==> config.mk <==
export PLATFORM = sky130hd
export DESIGN_NAME = bcd_rate_mult
export DESIGN_NICKNAME = d
export VERILOG_FILES = /design/src/rtl/bcd_rm_pkg.sv /design/src/rtl/bcd_rm_decade.sv /design/src/rtl/bcd_rm_stretch.sv /design/src/rtl/bcd_rate_mult.sv
export SDC_FILE = /design/constraint.sdc
export NUM_CORES = 1
export LEC_CHECK = 0
export BUFFER_PORTS_ARGS = -buffer_cell sky130_fd_sc_hd__buf_2
export CORE_MARGIN = 2
export CORE_UTILIZATION = 39
export CTS_BUF_LIST = sky130_fd_sc_hd__clkbuf_8
export DETAILED_ROUTE_END_ITERATION = 10
export GPL_TIMING_DRIVEN = 0
export PLACE_DENSITY = 0.71
export SLEW_MARGIN = 20
export SYNTH_ARGS = -nofsm -noshare
export SYNTH_HDL_FRONTEND = slang
export SYNTH_HIERARCHICAL = 1
export SYNTH_SLANG_ARGS = --single-unit
==> constraint.sdc <==
create_clock -name clk -period 2 [get_ports clk]
set_input_delay 0.2 -clock clk [delete_from_list [all_inputs] [get_ports clk]]
set_output_delay 0.2 -clock clk [all_outputs]
set_load 0.01 [all_outputs]
==> src/rtl/bcd_rm_pkg.sv <==
// Package: shared constants and helper functions for the BCD rate multiplier.
// Assumes digits are 4-bit BCD. Values above 9 are limited to 9.
package bcd_rm_pkg;

    localparam int DIGIT_W = 4;
    localparam int POS_LAST = 9;

    // Limit a raw 4-bit digit to the decimal range 0..9.
    function automatic logic [DIGIT_W-1:0] clamp_digit(input logic [DIGIT_W-1:0] d);
        return (d > 4'd9) ? 4'd9 : d;
    endfunction

    // Decide whether count position 'pos' is selected for digit 'd' (already limited).
    // Weight 1 owns {4}. Weight 2 owns {2,7}. Weight 4 owns {0,3,5,8}.
    // Weight 8 owns every position except 4 and 9.
    // Position 9 is never selected, so a stage never fires on its carry cycle.
    function automatic logic phase_hit(input logic [DIGIT_W-1:0] pos,
                                       input logic [DIGIT_W-1:0] d);
        logic hit;
        hit = 1'b0;
        if (d[0] && pos == 4'd4)
            hit = 1'b1;
        if (d[1] && (pos == 4'd2 || pos == 4'd7))
            hit = 1'b1;
        if (d[2] && (pos == 4'd0 || pos == 4'd3 || pos == 4'd5 || pos == 4'd8))
            hit = 1'b1;
        if (d[3] && pos != 4'd4 && pos != 4'd9)
            hit = 1'b1;
        return hit;
    endfunction

endpackage

==> src/rtl/bcd_rm_decade.sv <==
// Module: one decade rate-multiplier stage.
// Counts 'step' pulses through positions 0..9. It asserts 'pass' on the steps whose
// position is selected by the digit, and 'wrap' on the step taken at position 9.
// Assumes 'step' is a single-cycle strobe. Reset is synchronous and active low.
module bcd_rm_decade
    import bcd_rm_pkg::*;
(
    input  logic               clk,
    input  logic               rst_n,
    input  logic               step,
    input  logic [DIGIT_W-1:0] digit,
    output logic [DIGIT_W-1:0] pos,
    output logic               pass,
    output logic               wrap
);

    logic [DIGIT_W-1:0] digit_lim;

    // Limit the incoming digit to 0..9.
    always_comb digit_lim = clamp_digit(digit);

    // Advance the decade position on each step, returning to 0 after 9.
    always_ff @(posedge clk) begin
        if (!rst_n)
            pos <= '0;
        else if (step)
            pos <= (pos == DIGIT_W'(POS_LAST)) ? '0 : pos + 1'b1;
    end

    // Select this step if its position belongs to the digit's weighted phases.
    always_comb pass = step && phase_hit(pos, digit_lim);

    // Carry out on the step that leaves position 9.
    always_comb wrap = step && (pos == DIGIT_W'(POS_LAST));

    // the position stays within the decade.
    a_r5_pos_range: assert property (@(posedge clk) disable iff (!rst_n)
        pos <= DIGIT_W'(POS_LAST));

    // without a step the position holds.
    a_r6_hold: assert property (@(posedge clk) disable iff (!rst_n)
        !step |=> $stable(pos));

    // a stage never selects its own carry step.
    a_r1_no_pass_on_wrap: assert property (@(posedge clk) disable iff (!rst_n)
        wrap |-> !pass);

endmodule

==> src/rtl/bcd_rm_stretch.sv <==
// Module: fixed-width pulse stretcher that stands in for a one-shot.
// On an event while idle it drives 'pulse_o' high for PULSE_CYCLES clocks.
// Events that arrive while busy are dropped. Reset is synchronous and active low.
module bcd_rm_stretch #(
    parameter int PULSE_CYCLES = 4
) (
    input  logic clk,
    input  logic rst_n,
    input  logic event_i,
    output logic pulse_o
);

    localparam int CNT_W = $clog2(PULSE_CYCLES + 1);

    logic [CNT_W-1:0] remain;

    // Load the width on an idle event, otherwise count the active pulse down.
    always_ff @(posedge clk) begin
        if (!rst_n)
            remain <= '0;
        else if (remain != '0)
            remain <= remain - 1'b1;
        else if (event_i)
            remain <= CNT_W'(PULSE_CYCLES);
    end

    // The output is high while clocks remain in the stretch.
    always_comb pulse_o = (remain != '0);

    // an idle event raises the output at the next edge.
    a_r7_pulse_start: assert property (@(posedge clk) disable iff (!rst_n)
        (event_i && !pulse_o) |=> pulse_o);

    // while busy, every edge shortens the stretch by one, whatever the event input does.
    a_r8_no_retrigger: assert property (@(posedge clk) disable iff (!rst_n)
        (remain != '0) |=> (remain == $past(remain) - 1'b1));

endmodule

==> src/rtl/bcd_rate_mult.sv <==
// Module: BCD rate multiplier top. It passes N of every 100 reference enables,
// where N is a DIGITS-digit BCD word, and stretches each event into a fixed pulse.
// The most significant stage counts 'ref_en'. Each lower stage counts carries
// from the stage above it. Stage selections are ORed into one event.
// Assumes 'ref_en' is a one-cycle strobe. Reset is synchronous and active low.
module bcd_rate_mult
    import bcd_rm_pkg::*;
#(
    parameter int DIGITS       = 2,
    parameter int PULSE_CYCLES = 4
) (
    input  logic                      clk,
    input  logic                      rst_n,
    input  logic                      ref_en,
    input  logic [DIGITS*DIGIT_W-1:0] bcd_n,
    output logic                      pulse_o
);

    localparam int N_W = DIGITS * DIGIT_W;

    logic [DIGITS:0]        step;
    logic [DIGITS-1:0]      pass;
    logic [DIGIT_W-1:0]     pos [DIGITS];
    logic                   event_w;

    // Feed the reference enable into the most significant stage.
    always_comb step[DIGITS] = ref_en;

    // One decade stage per digit. Stage k steps on the carry of stage k+1.
    for (genvar k = 0; k < DIGITS; k++) begin : g_stage
        bcd_rm_decade u_dec (
            .clk   (clk),
            .rst_n (rst_n),
            .step  (step[k+1]),
            .digit (bcd_n[k*DIGIT_W +: DIGIT_W]),
            .pos   (pos[k]),
            .pass  (pass[k]),
            .wrap  (step[k])
        );
    end

    // Combine the selections of all stages into a single event.
    always_comb event_w = |pass;

    bcd_rm_stretch #(
        .PULSE_CYCLES (PULSE_CYCLES)
    ) u_stretch (
        .clk     (clk),
        .rst_n   (rst_n),
        .event_i (event_w),
        .pulse_o (pulse_o)
    );

    // at most one stage selects on any reference enable.
    a_r1_no_collide: assert property (@(posedge clk) disable iff (!rst_n)
        $onehot0(pass));

    // a zero rate word never produces an event.
    a_r4_zero: assert property (@(posedge clk) disable iff (!rst_n)
        (bcd_n == N_W'(0)) |-> !event_w);

    // no event without a reference enable.
    a_r6_no_event: assert property (@(posedge clk) disable iff (!rst_n)
        !ref_en |-> !event_w);

    // after a full-chain carry the least significant stage is back at position 0.
    a_r9_full_wrap: assert property (@(posedge clk) disable iff (!rst_n)
        step[0] |=> (pos[0] == '0));

endmodule

# Yosys cells after proc, flatten, opt, wreduce, memory -nomap -nowiden
# Index checks and enable logic that the tools add are counted.
dict set report classes {
  n_addsub 3
  n_lt_le_gt_ge 2
  n_eq_ne 18
  mux 14
  reduce_logical 26
}
# cell count
set op_table {}
lappend op_table {{$eq 4x3->1 const B} 6}
lappend op_table {{$eq 4x2->1 const B} 4}
lappend op_table {{$eq 4x4->1 const B} 4}
lappend op_table {{$mux 4} 4}
lappend op_table {{$logic_and 1x1->1} 13}
lappend op_table {{$add 4x1->4 const B} 2}
lappend op_table {{$gt 4x4->1 const B} 2}
lappend op_table {{$logic_not 4->1} 2}
lappend op_table {{$logic_or 1x1->1} 8}
lappend op_table {{$mux 1} 8}
lappend op_table {{$ne 4x3->1 const B} 2}
lappend op_table {{$ne 4x4->1 const B} 2}
lappend op_table {{$mux 3} 2}
lappend op_table {{$reduce_bool 3->1} 1}
lappend op_table {{$sub 3x1->3 const B} 1}
lappend op_table {{$reduce_bool 2->1} 1}
lappend op_table {{$reduce_or 2->1} 1}
dict set report word_totals {
  ff_bits 11
  inputBits 11
  out_inout_bits 1
  elab_cells 66
}

# Longest topological paths before layout
dict set report depth {
  depth_word 11
  depth_mapped 10
}

# Cells and area by module
# Netlist, hierarchy kept.
# mod instances cells_per_inst area_each_um2 seq_area_each_um2
set modules_own_cells {}
lappend modules_own_cells {bcd_rm_decade 2 38 316.6 80.1}
lappend modules_own_cells {bcd_rm_stretch 1 15 142.6 60.1}
lappend modules_own_cells {bcd_rate_mult 1 1 6.3 0.0}

# Worst setup path after synthesis
# OpenSTA, ideal clock, no wires.
dict set report synth_path {
  path_type {register to register}
  from {register g_stage[1].u_dec.pos[3]}
  to {register u_stretch.remain[1]}
  setup_ns 0.117
  arrival_time_ns 1.982
  required_time_ns 1.883
  setup_slack_ns -0.099
  stages_incl_launch_ff 10
  path_buffers 0
  cell_sequence {dfxtp_1 -> inv_1 -> nor4_1 -> nor3b_1 -> o211ai_1 -> o21ai_1 -> or2_1 -> nand2b_1 -> nand2b_1 -> a32o_1}
}
dict set report synth_between {
  elab_cells_between_ends 28
}
# item line
set synth_rtl {}
lappend synth_rtl {{start: declaration} bcd_rm_decade.sv:12} ;# output logic [DIGIT_W-1:0] pos,
lappend synth_rtl {{start signal: assignment} bcd_rm_decade.sv:27} ;# pos <= (pos == DIGIT_W'(POS_LAST)) ? '0 : pos + 1'b1;
lappend synth_rtl {{$eq 4x4->1} bcd_rm_decade.sv:34} ;# always_comb wrap = step && (pos == DIGIT_W'(POS_LAST));
lappend synth_rtl {{$logic_and 1x1->1} bcd_rm_decade.sv:34}
lappend synth_rtl {{via step[1]} bcd_rate_mult.sv:21} ;# logic [DIGITS:0] step;
lappend synth_rtl {{$logic_and 1x1->1} bcd_rm_decade.sv:31} ;# always_comb pass = step && phase_hit(pos, digit_lim);
lappend synth_rtl {{via pass[0]} bcd_rate_mult.sv:22} ;# logic [DIGITS-1:0] pass;
lappend synth_rtl {{$reduce_or 2->1} bcd_rate_mult.sv:43} ;# always_comb event_w = |pass;
lappend synth_rtl {{via event_w} bcd_rate_mult.sv:24} ;# logic event_w;
lappend synth_rtl {{$reduce_bool 2->1 (no source line)} -}
lappend synth_rtl {{end signal: assignment} bcd_rm_stretch.sv:22} ;# remain <= remain - 1'b1;
lappend synth_rtl {{end signal: assignment} bcd_rm_stretch.sv:24} ;# remain <= CNT_W'(PULSE_CYCLES);
lappend synth_rtl {{end: declaration} bcd_rm_stretch.sv:15} ;# logic [CNT_W-1:0] remain;
# The timed path passes the listed nets, and every way through them passes these cells.
# A chain may end at the register's enable or synchronous reset.

# Worst setup path after layout
dict set report layout_path {
  from {register g_stage[1].u_dec.pos[2]}
  to {register u_stretch.remain[1]}
}
# The elaborated chain is that of the path after synthesis.

==> results.cfg <==
[die]
start_util = 0.404
io_pins = 12
dieWidth_um = 48.6
die_h_um = 48.6
coreArea_um2 = 1920
row_count = 16
dieArea_um2 = 2360

[clocking]
cts.sinks = 11
clock_latency_ps = 240
numCtsBuffers = 3
clockRootBuffer = clkbuf_8
clk_pin_slew_ps = 50
cts-htree-levels = 1
cts_max_path_buffers = 2
hold_buffers = 0
cts_tree = done

[run]
cap_violations = 0

[sta]
fin_crit_sh = 0.953
drv_slew = 0
setup_viol = 0
timing.final.ws_setup_ps = 93.8
tightest_slew_ps = 231
min_period_ps = 1910
finalHoldViolCount = 0
max_freq_ghz = 0.525
skew_ps = 0.550
slew_headroom = 0.845

[grt]
grt_max_degree = 13
grt_first_pass_wirelength_um = 2830
busiest_layer = met2
grt-ovfl-total = 0
use_met3 = 0.0586
antenna_found_initial = 0
grt.total_usage = 0.154
met1_usage = 0.159
use_met2 = 0.290
grt_pass1_vias = 707

[worst_setup_path]
crit_fanout = 9
worst_path_max_delay_cell = dfxtp_1
cp-end-kind = flip-flop
required_ps = 2130
crit_buf_inv = 1
cp-start-kind = flip-flop
crit_type = reg2reg
critPathArrivalTime_ps = 2040
crit_chain = buf_6 -> nor4_4 -> nor3b_2 -> o211ai_1 -> o21ai_1 -> or2_1 -> nand2b_2 -> nand2b_1 -> a32o_1
max_stage_delay_ps = 300
crit_family = simple AND/OR/NAND/NOR gates

[power]
ir_worst_vdd_uv = 607
leakage_uw = 0.000415
power.total_uw = 717
power.density_cell_area_nw_per_um2 = 752

[final_layout]
n_fill_cell = 203
syn_to_final_growth_pct = 23.1
nNetsFinal = 121
final_common_cell = buf_2
final_cell_mix = 11 x buf_2, 10 x dfxtp_1, 6 x nor2b_1, 6 x o21ai_0, 5 x nor3b_1
drive_above_1_share = 0.296
diodes = 0

[place]
place.gp.congestion = 0.787
place_ws_ps = -174
dpl.hpwl_um = 1080
port_buffers = 11

[outcome]
status = complete, no violations

[synth]
synth_nets = 103
synthesis.area_um2 = 776
syn_avg_cell_area_um2 = 8.52
syn-instance-count = 91
yosys_warnings = 6

[detailed_routing]
vias = 696
drtPass1Iterations = 4
totalWireLength_um = 1670
vias_per_cell = 5.16
wl_per_cell_um = 12.4
ant_nets = 0
drt-initial-drc-count = 7
drcViolationCount = 0

[hold_path]
worstHoldPathType = in2reg
-- area by class of cell --
type / count / area [µm²] / area share
flip-flops and latches: 11 / 221 / 0.232
clock inverters: 1 / 5.00 / 0.00524
repair buffers: 13 / 70.1 / 0.0734
well taps: 27 / 33.8 / 0.0354
plain buffers: 6 / 60.1 / 0.0629
inverters: 4 / 15.0 / 0.0157
clock buffers: 3 / 41.3 / 0.0433
multi-input cells: 70 / 508 / 0.532
-- worst register-to-register path: stages (launching register included) --
cell	delay (ps)
dfxtp_1	300
buf_6	130
nor4_4	290
nor3b_2	260
o211ai_1	120
o21ai_1	100
or2_1	110
nand2b_2	150
nand2b_1	70
a32o_1	250
-- final timing paths --
kind	cells after the start	slack (ps)	end	start
max	9	90	u_stretch/remain[1]$_SDFFE_PN0P_	g_stage[1].u_dec/pos[2]$_SDFFE_PN0P_
min	2	290	u_stretch/remain[2]$_SDFFE_PN0P_	rst_n
max reg2reg	9	90	u_stretch/remain[1]$_SDFFE_PN0P_	g_stage[1].u_dec/pos[2]$_SDFFE_PN0P_
min reg2reg	2	520	g_stage[1].u_dec/pos[3]$_SDFFE_PN0P_	g_stage[1].u_dec/pos[3]$_SDFFE_PN0P_
-- flip-flops by register name, summed over array words and instances (netlist names) --
name               flops
u_stretch/remain       3
g_stage.u_dec/pos      8
-- report_power, final --
| part | internal (µW) | total [µW] | leakage (µW) | switching (µW) |
|---|---|---|---|---|
| clock | 137 | 230 | 0.0000255 | 92.5 |
| combinational | 102 | 216 | 0.000299 | 114 |
| sequential | 249 | 272 | 0.0000902 | 23.3 |
-- routing by layer --
layer,share of wire,routed length [µm]
met4,0,0
met5,0,0
met1,0.41,687
met2,0.55,912
met3,0.041,68
-- per-stage QoR --
stage	instance area, µm²	TNS (ps)	cells	hold slack (ps)	utilization
after floorplan	782	0	91	322	-
after global placement	871	-226	129	499	0.453
after detailed placement	871	-237	129	505	0.453
after CTS	941	0	135	285	0.490
after global routing	955	-21.9	135	295	0.497
final	955	0	135	289	0.497
-- what timing repair did --
action / CTS / global route
setup endpoints to repair: 3 / 3
gates resized for setup: 1 / 4
setup buffers: 2 / 0
pin swaps: 1 / 0
Power figures use the tool's default switching activity.
